## config.mk

```make
export PLATFORM = sky130hd
export DESIGN_NAME = smb_cmd_seq
export DESIGN_NICKNAME = d
export VERILOG_FILES = /design/src/rtl/smb_seq_pkg.sv /design/src/rtl/smb_seq_phase_next.sv /design/src/rtl/smb_seq_step_map.sv /design/src/rtl/smb_seq_byte_ctr.sv /design/src/rtl/smb_cmd_seq.sv
export SDC_FILE = /design/constraint.sdc
export NUM_CORES = 1
export LEC_CHECK = 0
export ABC_AREA = 1
export BUFFER_PORTS_ARGS = -buffer_cell sky130_fd_sc_hd__buf_4
export CORE_MARGIN = 10
export CORE_UTILIZATION = 58
export DETAILED_ROUTE_END_ITERATION = 10
export HOLD_SLACK_MARGIN = 0.03
export PLACE_DENSITY = 0.87
export SYNTH_ARGS = -nofsm -noshare
export SYNTH_HDL_FRONTEND = slang
export SYNTH_SLANG_ARGS = --single-unit
export TNS_END_PERCENT = 50
```

## constraint.sdc

```tcl
create_clock -name clk -period 4.75 [get_ports clk]
set_input_delay 0.95 -clock clk [delete_from_list [all_inputs] [get_ports clk]]
set_output_delay 0.95 -clock clk [all_outputs]
set_load 0.02 [all_outputs]
```

## src/rtl/smb_seq_pkg.sv

```systemverilog
package smb_seq_pkg;

  localparam int BYTE_W = 8;

  typedef enum logic [2:0] {
    OP_START   = 3'd0,
    OP_RSTART  = 3'd1,
    OP_STOP    = 3'd2,
    OP_TX      = 3'd3,
    OP_RX_ACK  = 3'd4,
    OP_RX_NACK = 3'd5
  } bus_op_e;

  typedef enum logic [1:0] {
    CMD_BYTE_WR   = 2'd0,
    CMD_PROC_CALL = 2'd1,
    CMD_BLK_WR    = 2'd2,
    CMD_COMB_RD   = 2'd3
  } cmd_e;

  typedef enum logic [3:0] {
    PH_START, PH_ADDR_W, PH_CODE, PH_D0, PH_D1, PH_CNT,
    PH_BLKW, PH_RSTART, PH_ADDR_R, PH_RX, PH_STOP
  } phase_e;

  typedef enum logic [1:0] {S_IDLE, S_FETCH, S_BUS} seq_st_e;

endpackage

```

## src/rtl/smb_seq_phase_next.sv

```systemverilog
module smb_seq_phase_next
  import smb_seq_pkg::*;
(
  input  phase_e cur,
  input  cmd_e   cmd,
  input  logic   i2c,
  output phase_e nxt
);
  always_comb begin
    nxt = PH_STOP;
    case (cur)
      PH_START:  nxt = PH_ADDR_W;
      PH_ADDR_W: nxt = (cmd == CMD_PROC_CALL && i2c) ? PH_D0 : PH_CODE;
      PH_CODE: begin
        if (cmd == CMD_BLK_WR) nxt = i2c ? PH_BLKW : PH_CNT;
        else                   nxt = PH_D0;
      end
      PH_D0:     nxt = (cmd == CMD_BYTE_WR) ? PH_STOP : PH_D1;
      PH_D1:     nxt = PH_RSTART;
      PH_CNT:    nxt = PH_BLKW;
      PH_BLKW:   nxt = PH_STOP;
      PH_RSTART: nxt = PH_ADDR_R;
      PH_ADDR_R: nxt = PH_RX;
      PH_RX:     nxt = PH_STOP;
      default:   nxt = PH_STOP;
    endcase
  end
endmodule

```

## src/rtl/smb_seq_step_map.sv

```systemverilog
module smb_seq_step_map
  import smb_seq_pkg::*;
#(
  parameter int CNT_W = 8
)(
  input  phase_e              ph,
  input  logic [BYTE_W-2:0]   addr7,
  input  logic [BYTE_W-1:0]   code,
  input  logic [BYTE_W-1:0]   d0,
  input  logic [BYTE_W-1:0]   d1,
  input  logic [CNT_W-1:0]    cnt,
  input  logic [BYTE_W-1:0]   blk_byte,
  input  logic                last,
  output bus_op_e             op,
  output logic [BYTE_W-1:0]   data
);
  always_comb begin
    op   = OP_TX;
    data = '0;
    case (ph)
      PH_START:  op = OP_START;
      PH_RSTART: op = OP_RSTART;
      PH_STOP:   op = OP_STOP;
      PH_ADDR_W: data = {addr7, 1'b0};
      PH_ADDR_R: data = {addr7, 1'b1};
      PH_CODE:   data = code;
      PH_D0:     data = d0;
      PH_D1:     data = d1;
      PH_CNT:    data = BYTE_W'(cnt);
      PH_BLKW:   data = blk_byte;
      PH_RX:     op = last ? OP_RX_NACK : OP_RX_ACK;
      default:   op = OP_STOP;
    endcase
  end
endmodule

```

## src/rtl/smb_seq_byte_ctr.sv

```systemverilog
module smb_seq_byte_ctr #(
  parameter int CNT_W = 8
)(
  input  logic             clk,
  input  logic             rst,
  input  logic             load,
  input  logic [CNT_W-1:0] load_val,
  input  logic             dec,
  output logic [CNT_W-1:0] cnt,
  output logic [CNT_W-1:0] cnt_nxt
);
  always_comb begin
    if (load)     cnt_nxt = load_val;
    else if (dec) cnt_nxt = cnt - CNT_W'(1);
    else          cnt_nxt = cnt;
  end

  always_ff @(posedge clk) begin
    if (rst) cnt <= '0;
    else     cnt <= cnt_nxt;
  end

  // A byte is never counted past the programmed total.
  assert_no_wrap_R3: assert property (@(posedge clk) disable iff (rst)
    (dec && !load) |-> (cnt != '0));
endmodule

```

## src/rtl/smb_cmd_seq.sv

```systemverilog
module smb_cmd_seq
  import smb_seq_pkg::*;
#(
  parameter int CNT_W = 8
)(
  input  logic             clk,
  input  logic             rst,
  input  logic             go,
  input  logic [1:0]       cmd_type,
  input  logic             i2c_mode,
  input  logic [7:0]       slv_addr,
  input  logic [7:0]       cmd_code,
  input  logic [7:0]       data0,
  input  logic [7:0]       data1,
  input  logic [CNT_W-1:0] byte_cnt,
  output logic             busy,
  output logic             done,
  output logic             dev_err,
  output logic             cmd_err,
  output logic             eng_req,
  output logic [2:0]       eng_op,
  output logic [7:0]       eng_wdata,
  input  logic             eng_done,
  input  logic             eng_ack,
  input  logic [7:0]       eng_rdata,
  output logic             hb_req,
  input  logic             hb_rdy,
  input  logic [7:0]       hb_wdata,
  output logic [7:0]       hb_rdata,
  output logic             hb_rvalid
);
  localparam logic [CNT_W-1:0] PROC_RX_N = CNT_W'(2);
  localparam logic [CNT_W-1:0] ONE       = CNT_W'(1);

  seq_st_e            st;
  phase_e             ph, nxt_ph, launch_ph, map_ph;
  cmd_e               cur_cmd, in_cmd;
  logic               cur_i2c;
  logic [6:0]         r_addr7;
  logic [7:0]         r_code, r_d0, r_d1;
  logic [CNT_W-1:0]   r_cnt;
  logic [CNT_W-1:0]   rem, rem_nxt, load_val;
  logic               reject, accept, step_done, tx_nak, multi;
  logic               launch_en, ctr_dec;
  bus_op_e            map_op;
  logic [7:0]         map_data;

  // ---- request qualification --------------------------------------------
  always_comb begin
    in_cmd   = cmd_e'(cmd_type);
    reject   = (in_cmd == CMD_COMB_RD && slv_addr[0]) ||
               ((in_cmd == CMD_BLK_WR || in_cmd == CMD_COMB_RD) && byte_cnt == '0);
    accept   = go && (st == S_IDLE) && !reject;
    load_val = (in_cmd == CMD_PROC_CALL) ? PROC_RX_N : byte_cnt;
  end

  // ---- step control -------------------------------------------------------
  always_comb begin
    step_done = (st == S_BUS) && eng_done;
    tx_nak    = step_done && (eng_op == OP_TX) && !eng_ack;
    multi     = (ph == PH_BLKW) || (ph == PH_RX);
    ctr_dec   = step_done && multi;
    if (accept)                 launch_ph = PH_START;
    else if (tx_nak)            launch_ph = PH_STOP;
    else if (multi && rem > ONE) launch_ph = ph;
    else                        launch_ph = nxt_ph;
    launch_en = accept || (step_done && ph != PH_STOP);
    map_ph    = (st == S_FETCH) ? PH_BLKW : launch_ph;
  end

  smb_seq_phase_next u_next (
    .cur (ph),
    .cmd (cur_cmd),
    .i2c (cur_i2c),
    .nxt (nxt_ph)
  );

  smb_seq_byte_ctr #(.CNT_W(CNT_W)) u_ctr (
    .clk      (clk),
    .rst      (rst),
    .load     (accept),
    .load_val (load_val),
    .dec      (ctr_dec),
    .cnt      (rem),
    .cnt_nxt  (rem_nxt)
  );

  smb_seq_step_map #(.CNT_W(CNT_W)) u_map (
    .ph       (map_ph),
    .addr7    (r_addr7),
    .code     (r_code),
    .d0       (r_d0),
    .d1       (r_d1),
    .cnt      (r_cnt),
    .blk_byte (hb_wdata),
    .last     (rem_nxt == ONE),
    .op       (map_op),
    .data     (map_data)
  );

  // ---- sequencing registers ----------------------------------------------
  always_ff @(posedge clk) begin
    if (rst) begin
      st        <= S_IDLE;
      ph        <= PH_START;
      cur_cmd   <= CMD_BYTE_WR;
      cur_i2c   <= 1'b0;
      r_addr7   <= '0;
      r_code    <= '0;
      r_d0      <= '0;
      r_d1      <= '0;
      r_cnt     <= '0;
      busy      <= 1'b0;
      done      <= 1'b0;
      dev_err   <= 1'b0;
      cmd_err   <= 1'b0;
      eng_req   <= 1'b0;
      eng_op    <= OP_START;
      eng_wdata <= '0;
      hb_req    <= 1'b0;
      hb_rdata  <= '0;
      hb_rvalid <= 1'b0;
    end else begin
      done      <= 1'b0;
      hb_rvalid <= 1'b0;
      case (st)
        S_IDLE: begin
          if (go) begin
            cmd_err <= reject;
            dev_err <= 1'b0;
            if (reject) begin
              done <= 1'b1;
            end else begin
              busy    <= 1'b1;
              cur_cmd <= in_cmd;
              cur_i2c <= i2c_mode;
              r_addr7 <= slv_addr[7:1];
              r_code  <= cmd_code;
              r_d0    <= data0;
              r_d1    <= data1;
              r_cnt   <= byte_cnt;
            end
          end
        end
        S_FETCH: begin
          if (hb_rdy) begin
            hb_req    <= 1'b0;
            eng_req   <= 1'b1;
            eng_op    <= map_op;
            eng_wdata <= map_data;
            st        <= S_BUS;
          end
        end
        S_BUS: begin
          if (eng_done) begin
            eng_req <= 1'b0;
            if (tx_nak) dev_err <= 1'b1;
            if (ph == PH_RX) begin
              hb_rvalid <= 1'b1;
              hb_rdata  <= eng_rdata;
            end
            if (ph == PH_STOP) begin
              st   <= S_IDLE;
              busy <= 1'b0;
              done <= 1'b1;
            end
          end
        end
        default: st <= S_IDLE;
      endcase

      if (launch_en) begin
        ph <= launch_ph;
        if (launch_ph == PH_BLKW) begin
          st      <= S_FETCH;
          hb_req  <= 1'b1;
          eng_req <= 1'b0;
        end else begin
          st        <= S_BUS;
          eng_req   <= 1'b1;
          eng_op    <= map_op;
          eng_wdata <= map_data;
        end
      end
    end
  end

  // ---- assertions -----------------------------------------------------------
  assert_req_stable_R12: assert property (@(posedge clk) disable iff (rst)
    (eng_req && !eng_done) |=> (eng_req && $stable(eng_op) && $stable(eng_wdata)));

  assert_done_single_R10: assert property (@(posedge clk) disable iff (rst)
    done |=> !done);

  assert_done_idle_R10: assert property (@(posedge clk) disable iff (rst)
    done |-> !busy);

  assert_one_owner_R7: assert property (@(posedge clk) disable iff (rst)
    !(hb_req && eng_req));

  assert_nak_stop_R9: assert property (@(posedge clk) disable iff (rst)
    (eng_req && eng_done && eng_op == OP_TX && !eng_ack) |=>
      (eng_req && eng_op == OP_STOP && dev_err));

  assert_nack_then_stop_R3: assert property (@(posedge clk) disable iff (rst)
    (eng_req && eng_done && eng_op == OP_RX_NACK) |=> (eng_req && eng_op == OP_STOP));

  assert_reject_quiet_R4: assert property (@(posedge clk) disable iff (rst)
    cmd_err |-> (!busy && !eng_req && !hb_req));
endmodule

```

==> impl_metrics.yaml <==
final_layout:
  finalNonFillerCells: 813
  multi_input_area_um2: 2200
  seq_area_um2: 1640
  stdcell_area_um2: 5140
  nFillCells: 574
  antenna_cells: 0
  syn2layout_area_growth_pct: 22.3
  nets: 779
  drive_above_1_share_pct: 20.6
sta:
  post-route-min-period_ps: 3130
  finalSetupViolCount: 0
  post-route-period-util_pct: 65.9
  fin_worst_skew_ps: 12.8
  slew_viol_final: 0
  fmax_ghz: 0.319
  setup-tns-final_ps: 0
  maxSlewHeadroom_pct: 30.3
  rsz0062_at_grt: "no"
  hold_viol: 0
  whs_ps: 451
  worst_pin_slew_ps: 1040
critical_path:
  max_stage_delay_ps: 630
  cp-end-kind: "flip-flop"
  criticalPathCategory: "primary input to flip-flop"
  critPathMaxFanout: 71
  critPathRequiredTime_ps: 5050
  timing.reg2reg.setup_slack_ps: 1880
  worstReg2RegStart: "st[0]"
  cp.arrival_ps: 3430
  critPathLaunchType: "primary input"
  startpoint: "go"
  critPathSlowestCell: "nand3_4"
  crit_chain: "buf_4 > inv_1 > nor3_4 > nand3_4 > nand3_2 > nand2_2 > nor2_4 > nand2_1 > nand2_2 > nor2_1 > nand2_1 > nand3_1 > nor2_1"
logic_synthesis:
  yosysMostFrequentCell: "nand2_1"
  netlist_area_um2: 4200
  syn_inst: 632
  ys_async_sr_fraction_pct: 0
  ys_types: 38
  ys_seq_area_share_pct: 39.1
  synth_edf_count: 0
  avgSynthCellArea_um2: 6.65
  synth_area_leaders: "dfxtp_1 (39%), nand2_1 (14%), nor2_1 (9.6%)"
  synth_flop_cell: "dfxtp_1"
  ys_ff_latch: 82
  yosysTopAreaCell: "dfxtp_1"
  synth_commonest_cells: "nand2_1 (155), nor2_1 (107), dfxtp_1 (82)"
  ys_warn_count: 0
  syn-num-nets: 699
  netlist.area_leader.share_pct: 39.1
clock_tree:
  clk_path_buf_depth: 2
  htree_levels: 3
  cts-resized-gates: 0
  cts_tree: "built"
  path_clk_slew_ps: 90
  clkLatencyLatePin_ps: 360
  post_cts_buffers: 0
  cts_root_buf: "clkbuf_8"
  cts-buffers-inserted: 9
  cts-hold-fix-buffers: 0
  clkSinkCount: 82
route:
  vias_per_cell: 5.42
  drc_errors: 0
  wl_per_cell_um: 15.1
  dr.first_iter.drc_count: 390
  firstDrtPassIters: 5
  ant_nets: 0
  wl_mm: 12.3
  num_vias: 4410
run_status:
  status: "finished clean"
worst_hold_path:
  min-delay-path-class: "flip-flop to flip-flop"
  min_from: "r_cnt[2]"
power:
  p_total_uw: 1720
  power.density_nw_per_um2: 334
  seq_power_share_pct: 44.5
  netSwitchingPower_uw: 507
  leakage_uw: 0.00243
  p_int_uw: 1210
  combPwrFrac_pct: 19.5
  swShare_pct: 29.5
  power.share.clock_pct: 36.0
  vdd_ir_drop_max_mv: 0.208
die:
  dieArea_um2: 11100
  die_x_um: 105
  coreArea_um2: 6910
  initial_core_util_pct: 60.9
  die_h_um: 105
  rows: 30
  io_pins: 91
placement:
  place.gp.congestion: 0.962
  port_buffers: 90
  hpwl_mm: 9.05
  place_area_um2: 4900
  dp.cells: 797
grt:
  grt_pass1_wl_mm: 19.9
  grt_overflow_total: 0
  grt_pass1_vias: 4226
  grt_usage_pct: 21.7
  grt_antenna_before_repair: 0
  grt_start_max_net_pins: 72
run:
  drv_cap: 0
==> power groups by stage <==
stage | combinational [µW] | clock (µW) | sequential, µW
6_report | 335 | 618 | 764
5_1_grt | 369 | 648 | 769
4_1_cts | 331 | 616 | 763
3_5_place_dp | 327 | 0 | 779
3_3_place_gp | 316 | 0 | 777
2_1_floorplan | 205 | 0 | 787
==> metrics by stage <==
stage               setup slack [ps]  util (%)
detailed placement              1300      70.9
floorplan                       2380         -
finish                          1620      74.4
global placement                1400      70.9
global route                    1350      74.4
CTS                             1670      74.4
==> metal layers <==
| metal | part of all wire, % | vias to the layer above | wire length, µm | global-route usage [%] |
|---|---|---|---|---|
| li1 | - | 2171 | - | - |
| met1 | 41 | 1999 | 4990 | 25.9 |
| met2 | 48 | 203 | 5910 | 35.8 |
| met3 | 8.5 | 37 | 1050 | 5.34 |
| met4 | 3.0 | 0 | 364 | 10.1 |
| met5 | 0 | - | 0 | 0 |
==> layout make-up <==
class	count	area share, %
multi-input cells	459	42.7
clock buffers	10	2.48
inverters	69	5.04
clock inverters	6	2.19
well taps	96	2.34
repair buffers	91	13.3
flip-flops and latches	82	31.9
==> worst paths after layout <==
kind,cells past startpoint,end
setup / recovery,13,eng_wdata[0]
hold / removal,2,r_cnt[2]
setup reg to reg,11,eng_wdata[0]
hold reg to reg,2,r_cnt[2]
==> logic make-up after synthesis <==
| family | synth area share [%] |
|---|---|
| fa+ha+maj | 0.595 |
| xor+xnor | 0.834 |
| buf+inv | 8.69 |
| compound gates | 13.3 |
| flops | 39.1 |
| simple gates | 37.5 |
==> cells in the final DEF (no fill, tap or decap), types with 3 or more instances in the layout <==
| cell type | count |
|---|---|
| clkbuf_8 | 9 |
| inv_2 | 9 |
| nand2_2 | 12 |
| nand2_1 | 155 |
| inv_1 | 58 |
| buf_4 | 91 |
| nand2_4 | 4 |
| nand3_2 | 3 |
| nor3_1 | 3 |
| a21oi_1 | 53 |
| nor2_1 | 107 |
| o21ai_0 | 42 |
| nand4_1 | 5 |
| bufinv_16 | 3 |
| o31ai_1 | 4 |
| dfxtp_1 | 82 |
| nor2_2 | 3 |
| nor2_4 | 3 |
| nand3_1 | 42 |
==> critical path: cells and delay by family <==
kind | cells | cell delay, ps
buf+inv | 2 | 130
simple gates | 11 | 2310
==> sequential cells by signal, summed over array words and instances, names as in the netlist, 2 cells and up <==
signal and cells:
hb_rdata 8, r_code 8, u_ctr.cnt 8, eng_op 3, ph 4, cur_cmd 2, r_cnt 8, st 2
eng_wdata 8, r_d0 8, r_d1 8, r_addr7 7
No activity file was read; power rests on OpenSTA's default activity.
